## config.mk

```make
export PLATFORM = sky130hd
export DESIGN_NAME = pcm_clkgen
export DESIGN_NICKNAME = d
export VERILOG_FILES = /design/src/rtl/pcm_clkgen_pkg.sv /design/src/rtl/pcm_ctrl_reg.sv /design/src/rtl/pcm_div_stage.sv /design/src/rtl/pcm_clkgen.sv
export SDC_FILE = /design/constraint.sdc
export NUM_CORES = 1
export LEC_CHECK = 0
export CORE_MARGIN = 8
export CORE_UTILIZATION = 60
export CTS_CLUSTER_SIZE = 30
export DETAILED_ROUTE_END_ITERATION = 6
export DONT_BUFFER_PORTS = 1
export PLACE_DENSITY_LB_ADDON = 0.2
export REMOVE_ABC_BUFFERS = 1
export SKIP_CTS_REPAIR_TIMING = 1
export SLEW_MARGIN = 20
export SYNTH_ARGS = -nofsm -noshare
export SYNTH_HDL_FRONTEND = slang
export SYNTH_SLANG_ARGS = --single-unit
```

## constraint.sdc

```tcl
create_clock -name clk -period 4.1 [get_ports clk]
set_clock_uncertainty 0.05 [all_clocks]
set_input_delay 1.025 -clock clk [delete_from_list [all_inputs] [get_ports clk]]
set_output_delay 1.025 -clock clk [all_outputs]
set_load 0.1 [all_outputs]
```

## src/rtl/pcm_clkgen_pkg.sv

```systemverilog
package pcm_clkgen_pkg;

  parameter int DIV_W = 9;

  // bit 19 run, bit 18 source, [17:9] bit-clock divide, [8:0] frame divide
  typedef struct packed {
    logic             run_en;
    logic             src_int;
    logic [DIV_W-1:0] bdiv;
    logic [DIV_W-1:0] fdiv;
  } ctrl_t;

  localparam int CTRL_W = $bits(ctrl_t);

  // true when a stage counter has reached its latched limit
  function automatic logic at_limit(input logic [DIV_W-1:0] cnt,
                                    input logic [DIV_W-1:0] lim);
    return cnt == lim;
  endfunction

  // next counter value for one step of a stage
  function automatic logic [DIV_W-1:0] step_count(input logic [DIV_W-1:0] cnt,
                                                  input logic [DIV_W-1:0] lim);
    return at_limit(cnt, lim) ? '0 : cnt + DIV_W'(1);
  endfunction

endpackage

```

## src/rtl/pcm_ctrl_reg.sv

```systemverilog
module pcm_ctrl_reg
  import pcm_clkgen_pkg::*;
#(
  parameter int DATA_W = 32
) (
  input  logic              clk,
  input  logic              rst_n,
  input  logic              wr_en,
  input  logic [DATA_W-1:0] wr_data,
  output logic [DATA_W-1:0] rd_data,
  output ctrl_t             ctrl
);

  localparam logic [DATA_W-1:0] KEEP = DATA_W'((64'd1 << CTRL_W) - 64'd1);

  logic [DATA_W-1:0] word_q;

  always_ff @(posedge clk or negedge rst_n) begin
    if (!rst_n)     word_q <= '0;
    else if (wr_en) word_q <= wr_data & KEEP;
  end

  assign rd_data = word_q;
  assign ctrl    = ctrl_t'(word_q[CTRL_W-1:0]);

endmodule

```

## src/rtl/pcm_div_stage.sv

```systemverilog
module pcm_div_stage
  import pcm_clkgen_pkg::*;
(
  input  logic             clk,
  input  logic             rst_n,
  input  logic             run,
  input  logic             step,
  input  logic [DIV_W-1:0] lim_in,
  output logic             wrap,
  output logic [DIV_W-1:0] cnt_q,
  output logic [DIV_W-1:0] lim_q
);

  assign wrap = run && step && at_limit(cnt_q, lim_q);

  always_ff @(posedge clk or negedge rst_n) begin
    if (!rst_n) begin
      cnt_q <= '0;
      lim_q <= '0;
    end else if (!run) begin
      cnt_q <= '0;
      lim_q <= lim_in;
    end else if (step) begin
      cnt_q <= step_count(cnt_q, lim_q);
      if (wrap) lim_q <= lim_in;
    end
  end

endmodule

```

## src/rtl/pcm_clkgen.sv

```systemverilog
module pcm_clkgen
  import pcm_clkgen_pkg::*;
#(
  parameter int DATA_W = 32
) (
  input  logic              clk,
  input  logic              rst_n,
  input  logic              ext_tick,
  input  logic              int_tick,
  input  logic              wr_en,
  input  logic [DATA_W-1:0] wr_data,
  output logic [DATA_W-1:0] rd_data,
  output logic              bclk_o,
  output logic              fsync_o
);

  ctrl_t            ctrl;
  logic             run_q;
  logic             src_tick;
  logic             bwrap;
  logic             bclk_rise;
  logic             fwrap;
  logic [DIV_W-1:0] bcnt;
  logic [DIV_W-1:0] blim;
  logic [DIV_W-1:0] fcnt;
  logic [DIV_W-1:0] flim;

  pcm_ctrl_reg #(.DATA_W(DATA_W)) u_reg (
    .clk     (clk),
    .rst_n   (rst_n),
    .wr_en   (wr_en),
    .wr_data (wr_data),
    .rd_data (rd_data),
    .ctrl    (ctrl)
  );

  always_ff @(posedge clk or negedge rst_n) begin
    if (!rst_n) run_q <= 1'b0;
    else        run_q <= ctrl.run_en;
  end

  assign src_tick = ctrl.src_int ? int_tick : ext_tick;

  pcm_div_stage u_bstage (
    .clk    (clk),
    .rst_n  (rst_n),
    .run    (run_q),
    .step   (src_tick),
    .lim_in (ctrl.bdiv),
    .wrap   (bwrap),
    .cnt_q  (bcnt),
    .lim_q  (blim)
  );

  assign bclk_rise = bwrap && !bclk_o;

  pcm_div_stage u_fstage (
    .clk    (clk),
    .rst_n  (rst_n),
    .run    (run_q),
    .step   (bclk_rise),
    .lim_in (ctrl.fdiv),
    .wrap   (fwrap),
    .cnt_q  (fcnt),
    .lim_q  (flim)
  );

  always_ff @(posedge clk or negedge rst_n) begin
    if (!rst_n) begin
      bclk_o  <= 1'b0;
      fsync_o <= 1'b0;
    end else if (!run_q) begin
      bclk_o  <= 1'b0;
      fsync_o <= 1'b0;
    end else begin
      if (bwrap)     bclk_o  <= !bclk_o;
      if (bclk_rise) fsync_o <= fwrap;
    end
  end

endmodule

```

==> out/metrics.cfg <==
[pwr]
power.leakage_uw=0.00134
vdd_drop_max_v=0.000366
power.density_cell_area_nw_per_um2=539

[cells_and_area]
synthesis_to_layout_area_growth_pct=7.64
regArea_um2=1480
layout.nets=276
filler_cell_count=368
n_antenna_cell=0
layout-drive-gt1-share_pct=25.2
total_area_of_multi_input_combinational_cells_um2=1260

[floorplan]
fp.dieArea_um2=7180
floorplan.rows=25
boundaryPins=71
floorplan.initialDensity_pct=61.2
coreArea_um2=4630
dieWidth_um=84.7
floorplan.die.height_um=84.7

[yosys]
syn_avg_cell_area_um2=12.1
post_synthesis_cell_type_with_the_largest_combined_area=sky130_fd_sc_hd__dfrtp_1
yosysSeqAreaShare_pct=52.1
synth_enable_flop_cells=0
yosysTopAreaCellShare_pct=52.1
synth.lib_cells_used.distinct=40
post_synth_main_area_contributors=sky130_fd_sc_hd__dfrtp_1, sky130_fd_sc_hd__mux2_2, sky130_fd_sc_hd__xor2_1, sky130_fd_sc_hd__buf_4, sky130_fd_sc_hd__a21oi_1
synth.ff_latch_count=59
post_synth_instance_area_um2=2830
ys_async_sr_fraction_pct=100
postSynthCellCount=235
synth.most_common_cell=sky130_fd_sc_hd__dfrtp_1
synth_flop_cell=sky130_fd_sc_hd__dfrtp_1
synth_warnings=0
synth.cells.most_frequent=sky130_fd_sc_hd__dfrtp_1, sky130_fd_sc_hd__mux2_2, sky130_fd_sc_hd__xor2_1, sky130_fd_sc_hd__a21oi_1, sky130_fd_sc_hd__buf_4

[worst_setup_path]
timing.critical_path.from_type=register
timing.critical_path.required_ns=4.27
endpoint_kind=register
path_max_fanout=19
worst-setup-path-type=register to register
cp_data_arrival_time_ns=3.05

[place]
pre_cts_ws_ns=1.21
placement.io_buffers=0
routabilityCongestion=0.785
placed_wire_length_estimate_after_detailed_placement_mm=3.72

[grt]
grtUsageTotal_pct=16.1
largest_net_degree_at_the_start_of_global_routing=60
grt_ovf=0
grt_pass1_wl_mm=8.93
grt_antenna_before_repair=0
first_global_vias=1757

[run_status]
status=complete, no violations

[clock_tree]
cts_tree=done
clock_sinks=59
tritoncts.num_buffers=9
cts_max_level=3
clock_latency_ns=0.34
cts_root_buf=sky130_fd_sc_hd__clkbuf_8
max-clock-path-buffers=2
clk_transition_reported_paths_ns=0.07

[timing]
fin_crit_ns=2.88
max_freq_mhz=347
timing.max_slew.rel_slack_pct=35.6
hold_viol=0
rsz0062_at_grt=no
finalMaxSlewViolations=0
timing.final.crit_share_pct=70.2
post-route-worst-setup-slack_ns=1.22
setup_viol=0
worstMarginPinSlew_ns=0.966
final.setup.tns_ns=0

[detailed_routing]
dr.pass1.iters=4
route.antenna.remaining_nets=0
first_iter_violations=187
avgRoutedWirePerCell_um=18.1
via_per_instance_ratio=5.95
via_count=1760
drcViolationCount=0
wirelength_mm=5.35

[hold_path]
min-delay-path-class=input pin to asynchronous set/reset pin

[flow_run]
max-cap-violations=0

## layout make-up
class / instances / area share [%]
sequential: 59 / 48.4
multi-input combinational: 162 / 41.4
clock buffer: 9 / 4.06
tap: 54 / 2.22
inverter: 5 / 0.616
clock inverter: 7 / 3.32
## per-stage QoR
stage / total power [uW] / area, um^2 / cells / hold slack (ns) / util, %
floorplan: 1020 / 2750 / 226 / 0.429 / -
global placement: 1050 / 2820 / 280 / 0.439 / 60.9
detailed placement: 1060 / 2820 / 280 / 0.446 / 60.9
CTS: 1660 / 3040 / 296 / 0.306 / 65.7
global route: 1700 / 3050 / 296 / 0.300 / 65.9
finish: 1640 / 3050 / 296 / 0.322 / 65.9
## cell families after synthesis
kind of cell               count (synthesis)  synth area share (%)
adders and majority gates                  2                 0.883
other                                      1                 0.132
AOI/OAI and AO/OA                         34                  7.95
and+or+nand+nor                           54                  11.8
muxes                                     40                  15.9
buffers and inverters                     25                  5.04
DFF                                       59                  52.1
xor gates and xnor gates                  20                  6.18
## report_power, final
| group | total [uW] | internal (uW) | switching, uW |
|---|---|---|---|
| clock | 595 | 347 | 248 |
| sequential | 850 | 640 | 210 |
| combinational | 197 | 83.2 | 114 |
## sequential cells by signal, indices dropped and copies added (netlist names)
signal          flops
u_bstage.cnt_q      9
u_reg.rd_data      20
fsync_o             1
u_fstage.lim_q      9
u_fstage.cnt_q      9
bclk_o              1
run_q               1
u_bstage.lim_q      9
## worst paths after layout
check	start	endpoint	slack [ns]	depth (start not counted)
worst max register to register	u_reg.rd_data[18]	u_fstage.lim_q[0]	1.22	5
min in group clk	u_fstage.lim_q[4]	u_fstage.lim_q[4]	0.46	1
worst min-delay path	rst_n	u_fstage.cnt_q[5]	0.32	0
max in group asynchronous	rst_n	u_fstage.cnt_q[2]	3.56	0
worst min register to register	u_fstage.lim_q[4]	u_fstage.lim_q[4]	0.46	1
worst max-delay path	u_reg.rd_data[18]	u_fstage.lim_q[0]	1.22	5
## layer usage
metal / vias up / GRT usage, % / wire length [um]
met4: 0 / 9.39 / 102
li1: 826 / - / -
met3: 9 / 6.63 / 393
met5: - / 0 / 0
met1: 869 / 21.5 / 2590
met2: 56 / 21.3 / 2270
## worst max-delay path, cell delays in order (launching register included)
cell and delay [ns]:
sky130_fd_sc_hd__dfrtp_1 0.97, sky130_fd_sc_hd__mux2i_1 0.33, sky130_fd_sc_hd__nor3_1 0.34, sky130_fd_sc_hd__nand4_4 0.30, sky130_fd_sc_hd__o21ai_4 0.40, sky130_fd_sc_hd__mux2_2 0.38
## placed cells by master, fill, tap and decap left out, types with 3 or more instances in the layout
| cell type | synthesis | final |
|---|---|---|
| sky130_fd_sc_hd__dfrtp_1 | 59 | 59 |
| sky130_fd_sc_hd__mux2_2 | 38 | 38 |
| sky130_fd_sc_hd__xor2_1 | 18 | 18 |
| sky130_fd_sc_hd__a21oi_1 | 13 | 13 |
| sky130_fd_sc_hd__conb_1 | 1 | 12 |
| sky130_fd_sc_hd__nand2_1 | 11 | 11 |
| sky130_fd_sc_hd__clkbuf_8 | 0 | 9 |
| sky130_fd_sc_hd__nand2b_1 | 8 | 8 |
| sky130_fd_sc_hd__nand3_1 | 7 | 7 |
| sky130_fd_sc_hd__a31oi_1 | 7 | 6 |
| sky130_fd_sc_hd__and3_1 | 6 | 6 |
| sky130_fd_sc_hd__nor2_1 | 4 | 4 |
| sky130_fd_sc_hd__inv_1 | 4 | 4 |
| sky130_fd_sc_hd__nor3_1 | 3 | 3 |
| sky130_fd_sc_hd__nand3b_1 | 3 | 3 |
| sky130_fd_sc_hd__o22ai_1 | 3 | 3 |
| sky130_fd_sc_hd__a22o_1 | 3 | 3 |
Power figures use the tool's default switching activity.
